===== src/rtl/rf_bank_pkg.sv =====
package rf_bank_pkg;

    // Which bank event wins in a cycle (priority already resolved)
    typedef enum logic [1:0] {
        EV_NONE   = 2'd0,
        EV_ENTER  = 2'd1,
        EV_RETURN = 2'd2,
        EV_CMD    = 2'd3
    } bank_event_e;

    // Bank selection state
    typedef struct packed {
        logic cur;     // bank currently mapped to the low logical registers
        logic saved;   // bank recorded at interrupt entry
    } bank_state_t;

endpackage


===== src/rtl/rf_bank_ctrl.sv =====
module rf_bank_ctrl
    import rf_bank_pkg::*;
(
    input  logic clk,
    input  logic rst_n,
    input  logic irq_enter,
    input  logic irq_return,
    input  logic cmd_valid,
    input  logic cmd_sel,
    output logic bank_q
);

    bank_state_t state_d, state_q;
    bank_event_e ev;

    always_comb begin
        // Priority: entry, then return, then command
        if (irq_enter)       ev = EV_ENTER;
        else if (irq_return) ev = EV_RETURN;
        else if (cmd_valid)  ev = EV_CMD;
        else                 ev = EV_NONE;

        state_d = state_q;
        case (ev)
            EV_ENTER: begin
                state_d.saved = state_q.cur;
                state_d.cur   = ~state_q.cur;
            end
            EV_RETURN: state_d.cur = state_q.saved;
            EV_CMD:    state_d.cur = cmd_sel;
            default:   ;
        endcase
    end

    always_ff @(posedge clk or negedge rst_n) begin
        if (!rst_n) state_q <= '0;
        else        state_q <= state_d;
    end

    assign bank_q = state_q.cur;

endmodule


===== src/rtl/rf_addr_map.sv =====
module rf_addr_map #(
    parameter int IDX_W     = 4,
    parameter int PIDX_W    = 5,
    parameter int BANK_REGS = 8
) (
    input  logic [IDX_W-1:0]  idx,
    input  logic              bank,
    output logic [PIDX_W-1:0] phys
);

    // Physical layout: bank 0 low, bank 1 low, then shared registers
    localparam logic [PIDX_W-1:0] BANK1_BASE  = PIDX_W'(BANK_REGS);
    localparam logic [PIDX_W-1:0] SHARED_BASE = PIDX_W'(2 * BANK_REGS);
    localparam logic [IDX_W-1:0]  SPLIT       = IDX_W'(BANK_REGS);

    always_comb begin
        if (idx < SPLIT)
            phys = (bank ? BANK1_BASE : '0) + PIDX_W'(idx);
        else
            phys = SHARED_BASE + PIDX_W'(idx - SPLIT);
    end

endmodule


===== src/rtl/rf_storage.sv =====
module rf_storage #(
    parameter int DATA_W    = 4,
    parameter int PHYS_REGS = 24,
    parameter int PIDX_W    = 5
) (
    input  logic              clk,
    input  logic              rst_n,
    input  logic              we,
    input  logic [PIDX_W-1:0] waddr,
    input  logic [DATA_W-1:0] wdata,
    input  logic [PIDX_W-1:0] raddr_a,
    input  logic [PIDX_W-1:0] raddr_b,
    output logic [DATA_W-1:0] rdata_a,
    output logic [DATA_W-1:0] rdata_b
);

    logic [DATA_W-1:0] regs_d [PHYS_REGS];
    logic [DATA_W-1:0] regs_q [PHYS_REGS];

    always_comb begin
        regs_d = regs_q;
        if (we) regs_d[waddr] = wdata;
    end

    always_ff @(posedge clk or negedge rst_n) begin
        if (!rst_n) begin
            for (int i = 0; i < PHYS_REGS; i++) regs_q[i] <= '0;
        end else begin
            regs_q <= regs_d;
        end
    end

    // Reads see registered state only: old value on a same-cycle write
    assign rdata_a = regs_q[raddr_a];
    assign rdata_b = regs_q[raddr_b];

endmodule


===== src/rtl/banked_regfile.sv =====
module banked_regfile #(
    parameter int DATA_W    = 4,
    parameter int LOG_REGS  = 16,
    parameter int BANK_REGS = 8
) (
    input  logic                        clk,
    input  logic                        rst_n,
    input  logic [$clog2(LOG_REGS)-1:0] rd_a_idx,
    output logic [DATA_W-1:0]           rd_a_data,
    input  logic [$clog2(LOG_REGS)-1:0] rd_b_idx,
    output logic [DATA_W-1:0]           rd_b_data,
    input  logic                        wr_en,
    input  logic [$clog2(LOG_REGS)-1:0] wr_idx,
    input  logic [DATA_W-1:0]           wr_data,
    input  logic                        bank_cmd_valid,
    input  logic                        bank_cmd_sel,
    input  logic                        irq_enter,
    input  logic                        irq_return,
    output logic                        bank_status
);

    localparam int IDX_W     = $clog2(LOG_REGS);
    localparam int PHYS_REGS = LOG_REGS + BANK_REGS;
    localparam int PIDX_W    = $clog2(PHYS_REGS);
    localparam int N_PORTS   = 3;   // read A, read B, write

    logic              bank_q;
    logic [IDX_W-1:0]  port_idx  [N_PORTS];
    logic [PIDX_W-1:0] port_phys [N_PORTS];

    assign port_idx[0] = rd_a_idx;
    assign port_idx[1] = rd_b_idx;
    assign port_idx[2] = wr_idx;

    rf_bank_ctrl u_bank (
        .clk        (clk),
        .rst_n      (rst_n),
        .irq_enter  (irq_enter),
        .irq_return (irq_return),
        .cmd_valid  (bank_cmd_valid),
        .cmd_sel    (bank_cmd_sel),
        .bank_q     (bank_q)
    );

    for (genvar p = 0; p < N_PORTS; p++) begin : g_map
        rf_addr_map #(
            .IDX_W     (IDX_W),
            .PIDX_W    (PIDX_W),
            .BANK_REGS (BANK_REGS)
        ) u_map (
            .idx  (port_idx[p]),
            .bank (bank_q),
            .phys (port_phys[p])
        );
    end

    rf_storage #(
        .DATA_W    (DATA_W),
        .PHYS_REGS (PHYS_REGS),
        .PIDX_W    (PIDX_W)
    ) u_store (
        .clk     (clk),
        .rst_n   (rst_n),
        .we      (wr_en),
        .waddr   (port_phys[2]),
        .wdata   (wr_data),
        .raddr_a (port_phys[0]),
        .raddr_b (port_phys[1]),
        .rdata_a (rd_a_data),
        .rdata_b (rd_b_data)
    );

    assign bank_status = bank_q;

endmodule


===== config.mk =====
export PLATFORM = sky130hd
export DESIGN_NAME = banked_regfile
export DESIGN_NICKNAME = d
export VERILOG_FILES = /design/src/rtl/rf_bank_pkg.sv /design/src/rtl/rf_bank_ctrl.sv /design/src/rtl/rf_addr_map.sv /design/src/rtl/rf_storage.sv /design/src/rtl/banked_regfile.sv
export SDC_FILE = /design/constraint.sdc
export NUM_CORES = 1
export LEC_CHECK = 0
export BUFFER_PORTS_ARGS = -buffer_cell sky130_fd_sc_hd__buf_4
export CAP_MARGIN = 20
export CORE_ASPECT_RATIO = 1.5
export CORE_MARGIN = 5
export CORE_UTILIZATION = 57
export CTS_BUF_LIST = sky130_fd_sc_hd__clkbuf_2
export DETAILED_ROUTE_END_ITERATION = 10
export GPL_ROUTABILITY_DRIVEN = 0
export PLACE_DENSITY = 0.72
export SYNTH_ARGS = -nofsm -noshare
export SYNTH_HDL_FRONTEND = slang
export SYNTH_SLANG_ARGS = --single-unit

===== constraint.sdc =====
create_clock -name clk -period 1.8 [get_ports clk]
set_clock_uncertainty 0.15 [all_clocks]
set_input_delay 0.18 -clock clk [delete_from_list [all_inputs] [get_ports clk]]
set_output_delay 0.18 -clock clk [all_outputs]
set_load 0.03 [all_outputs]

* After elaboration in Yosys (flattened, before gate mapping)
Cells that the tools add are included.
** Storage, ports and cells
- Output and inout port bits :: 9
- Register bits :: 98
- Logic and storage cells :: 68
- Input port bits :: 23
** Operators by class
- Reduce and logical (&&, ||, !) cells :: 2
- $lt $le $gt $ge :: 7
- Equality and inequality tests :: 3
- Bitwise operators :: 4
- Mux-type cells :: 17
- Add/sub/neg operators :: 9
** Operators with widths (number)
- $bwmux 96 :: 1
- $bmux 4 s5 :: 2
- $mux 4 :: 6
- $demux 4 s5 :: 1
- $ge 6x6->1 const B :: 3
- $not 5->6 :: 3
- $add 5x4->5 :: 3
- $add 5x5->5 const A :: 3
- $mux 5 :: 3
- $sub 4x4->5 const B :: 3
- $lt 4x4->1 const B :: 3
- $lt 6x1->1 const B :: 1
- $mux 2 :: 3
- $eq 2x2->1 const B :: 2
- $pmux 1 s3 :: 1
- $reduce_bool 3->1 :: 1
- $eq 2x1->1 const B :: 1
- $logic_and 1x1->1 :: 1
- $not 1->1 :: 1

* Depth between registers and ports, before layout
- Depth in word-level cells :: 9
- Depth in mapped cells :: 6
- Mapped depth without buffers :: 4

* Hierarchy
Synthesis repeated with hierarchy kept, for this count alone.
** Unflattened totals
- Cells, all modules :: 453
- Area total of the unflattened synthesis :: 5672.9 um^2
** By module, submodules not included
- rf_storage :: cells an instance 428, area an instance 5475.3 um^2, sequential area each 2402.3 um^2, instances 1
- rf_bank_ctrl :: cells an instance 10, area an instance 100.1 um^2, sequential area each 50.0 um^2, instances 1
- rf_addr_map :: cells an instance 5, area an instance 32.5 um^2, sequential area each 0.0 um^2, instances 3

* Worst setup path after synthesis
No wires, ideal clock.
- Path kind :: input to output
- From :: input port rd_b_idx[2]
- To :: output port rd_b_data[0]
- Cell stages on the path :: 6
- Buffers on the path :: 2
- Data arrival time :: 1.766 ns
- Setup slack :: -0.296 ns
- Required time :: 1.470 ns
- Cell sequence :: buf_4 > clkbuf_1 > nor2_1 > a22oi_1 > o211ai_1 > o311ai_1
** Between the ends
- Cells in the longest elaborated chain, start to end :: 7
- Elaborated cells between the ends (all ways) :: 9
- Classes of those cells :: 3 x add/sub; 1 x order compare; 4 x mux; 1 x bitwise
** Ends and longest elaborated chain
- start, declared :: line banked_regfile.sv:10 : input logic [$clog2(LOG_REGS)-1:0] rd_b_idx,
- $sub 4x4->5 :: line rf_addr_map.sv:20 : phys = SHARED_BASE + PIDX_W'(idx - SPLIT);
- $add 5x5->5 :: line rf_addr_map.sv:20
- $mux 5 * :: line rf_addr_map.sv:17 : if (idx < SPLIT)
- $not 5->6 (not written as such) * :: line rf_storage.sv:35 : assign rdata_b = regs_q[raddr_b];
- $bmux 4 s5 * :: line rf_storage.sv:35
- $mux 4 (not written as such) * (2 in a row) :: line rf_storage.sv:35
- end, declared :: line banked_regfile.sv:11 : output logic [DATA_W-1:0] rd_b_data,
Every way passes the cells marked *; elsewhere a longest branch is shown, timed or not. The select of a mux whose other input is x is not followed.

* Final worst setup path
- From :: register u_store.regs_q[9] (netlist name)
- To :: output port rd_a_data[1]
** Between the ends
- Cells in the longest elaborated chain, start to end :: 3
** Ends and longest elaborated chain
- start, declared :: line rf_storage.sv:18 : logic [DATA_W-1:0] regs_q [PHYS_REGS];
- start signal, assigned :: line rf_storage.sv:29 : regs_q <= regs_d;
- $bmux 4 s5 :: line rf_storage.sv:34 : assign rdata_a = regs_q[raddr_a];
- $mux 4 (not written as such) (2 in a row) :: line rf_storage.sv:34
- end, declared :: line banked_regfile.sv:9 : output logic [DATA_W-1:0] rd_a_data,
No other way between the ends. The select of a mux whose other input is x is not followed.

==> impl_metrics.env <==
export IMPL_synth_distinct_cells=32
export IMPL_cts_buffers=9
export IMPL_grt_max_degree=38
export IMPL_cellLeakagePower_nw=2.91
export IMPL_multi_input_area_um2=3130
export IMPL_timing_fmax_ghz=0.394
export IMPL_grt_pass1_wl_um=23100
export IMPL_dp_slack_ps=-179
export IMPL_layout_nets=517
export IMPL_final_fill_count=748
export IMPL_core_area_um2=9580
export IMPL_synth_avg_cell_area_um2=12.5
export IMPL_maxSlewHeadroom_pct=67.1
export IMPL_crit_arrival_ps=2210
export IMPL_dieHeight_um=131
export IMPL_area_growth_pct=16.4
export IMPL_cts_tree="done"
export IMPL_yosysWarnings=0
export IMPL_crit_type="reg -> out"
export IMPL_gr_usage_all_layers_pct=25.3
export IMPL_synthesis_nets=465
export IMPL_synth_seq_cells=98
export IMPL_drc_errors=0
export IMPL_grt_pass1_vias=4323
export IMPL_status="complete, but fails checks"
export IMPL_drt_iter0_markers=234
export IMPL_regArea_um2=2450
export IMPL_initial_utilization_pct=57.9
export IMPL_die_area_um2=11800
export IMPL_timing_final_ws_setup_ps=-739
export IMPL_clk_pin_slew_ps=240
export IMPL_io_pins=32
export IMPL_final_cell_mix="mux2_2 (98), dfrtp_1 (97), mux2i_1 (56)"
export IMPL_gr_total_overflow=0
export IMPL_cts_root_buf="clkbuf_2"
export IMPL_violations="setup timing"
export IMPL_min_path_type="in -> reg"
export IMPL_syn_area_um2=5540
export IMPL_clock_sinks=98
export IMPL_start_kind="register"
export IMPL_holdWs_ps=226
export IMPL_rows=44
export IMPL_hold_violations=0
export IMPL_ys_seq_area_share_pct=44.2
export IMPL_worstSkewPairLatency_ps=590
export IMPL_wl_per_cell_um=23.6
export IMPL_end_kind="output port"
export IMPL_crit_required_ps=1470
export IMPL_power_density_nw_per_um2=1030
export IMPL_rsz0062_at_grt="yes"
export IMPL_dpl_hpwl_um=10300
export IMPL_htreeDepth=3
export IMPL_dr_pass1_iters=5
export IMPL_worst_pin_slew_ps=494
export IMPL_vias=3990
export IMPL_reg2regPathDepth=5
export IMPL_grt_antenna_before_repair=1
export IMPL_hold_depth=3
export IMPL_crit_fanout=3
export IMPL_routed_wl_um=14500
export IMPL_viasPerCell=6.49
export IMPL_fin_crit_sh_pct=141
export IMPL_drv_cap=0
export IMPL_ant_nets=0
export IMPL_clockBufferDepth=2
export IMPL_drv_slew=0
export IMPL_drive_gt1_share_pct=43.5
export IMPL_synthCells=442
export IMPL_fin_util_pct=67.4
export IMPL_final_common_cell="mux2_2"
export IMPL_setup_viol=9
export IMPL_die_w_um=90.5
export IMPL_post_route_min_period_ps=2540
export IMPL_ir_worst_vdd_mv=0.645
export IMPL_numPortBuffers=31
[metrics by stage]
| stage | TNS [ps] | instances | instance area (um^2) | power, W |
|---|---|---|---|---|
| 3_3_place_gp | -1190 | 582 | 6040 | 0.00517 |
| 6_report | -5710 | 615 | 6450 | 0.00663 |
| 4_1_cts | -5930 | 612 | 6360 | 0.00654 |
| 5_1_grt | -6630 | 615 | 6450 | 0.00699 |
| 2_1_floorplan | -305 | 442 | 5610 | 0.00458 |
| 3_5_place_dp | -1240 | 582 | 6040 | 0.00527 |
[registers in the layout (all words and copies together) (netlist names)]
signal,count
u_store.regs_q,96
u_bank.bank_q,1
u_bank.state_q,1
[metal layers]
metal  up-vias  routed length [um]  GRT usage, %
li1       1761                   -             -
met1      2043                5650          30.3
met2       143                7520          43.6
met3        43                 760          4.75
met4         0                 556          13.1
met5         -                   0             0
[kinds of logic after synthesis]
family / synth area share [%]
compound gates: 4.85
buf+inv: 2.60
flops: 44.2
mux: 39.6
simple gates: 8.74
[cell usage after synthesis, drive strengths merged]
master  number  share of area, %
mux2       113                23
dfrtp       98                44
mux2i       56                10
nand2       34               2.3
a22oi       16               2.2
mux4        16               6.5
buf         15               1.6
nand3       14               1.3
nor2        14              0.95
clkbuf      13              0.90
nor2b       10               1.1
nand4        8              0.90
o211ai       8               1.1
o311ai       8               1.3
nand2b       3              0.34
nand3b       3              0.41
nor3b        3              0.59
a21oi        1             0.090
and2         1              0.11
and3         1              0.11
and3b        1              0.16
inv          1             0.068
nor3         1             0.090
nor4b        1              0.27
o21ai        1             0.090
o221ai       1              0.16
or2          1              0.11
[worst paths after layout]
| path | slack, ps | endpoint | start |
|---|---|---|---|
| max in group asynchronous | 420 | u_store.regs_q[9] | rst_n |
| min | 230 | u_bank.state_q[0] | irq_enter |
| min in group asynchronous | 410 | u_store.regs_q[34] | rst_n |
| max reg2reg | -50 | u_bank.bank_q | u_bank.bank_q |
| max | -740 | rd_a_data[1] | u_store.regs_q[9] |
| min reg2reg | 400 | u_bank.state_q[0] | u_bank.state_q[0] |
[layout make-up]
class                   instances  area share [%]
flip-flops and latches         98            38.0
multi-input cells             315            48.5
diodes                          1          0.0388
clock buffers                  11           0.853
repair buffers                 69            9.13
clock inverters                 5            1.20
inverters                       1          0.0582
well taps                     115            2.23
[power by group]
group,switching (W),total [W],internal (W)
combinational,0.000953,0.00214,0.00119
sequential,0.000492,0.00326,0.00277
clock,0.000751,0.00122,0.000470
total,0.00220,0.00663,0.00443
[worst max-delay path, stage by stage (launching register included)]
cell      delay (ps)
dfrtp_1          480
mux4_2           490
mux2_4           300
nand2_2           60
o311ai_2         100
buf_4            190
[repair_timing]
item                       CTS  global route
setup endpoints to repair    8            15
hold buffers                14             0
setup buffers                0             2
resized for setup           14            18
pin swaps                    4             3
hold endpoints to repair   196             0
Power figures use the tool's default switching activity.
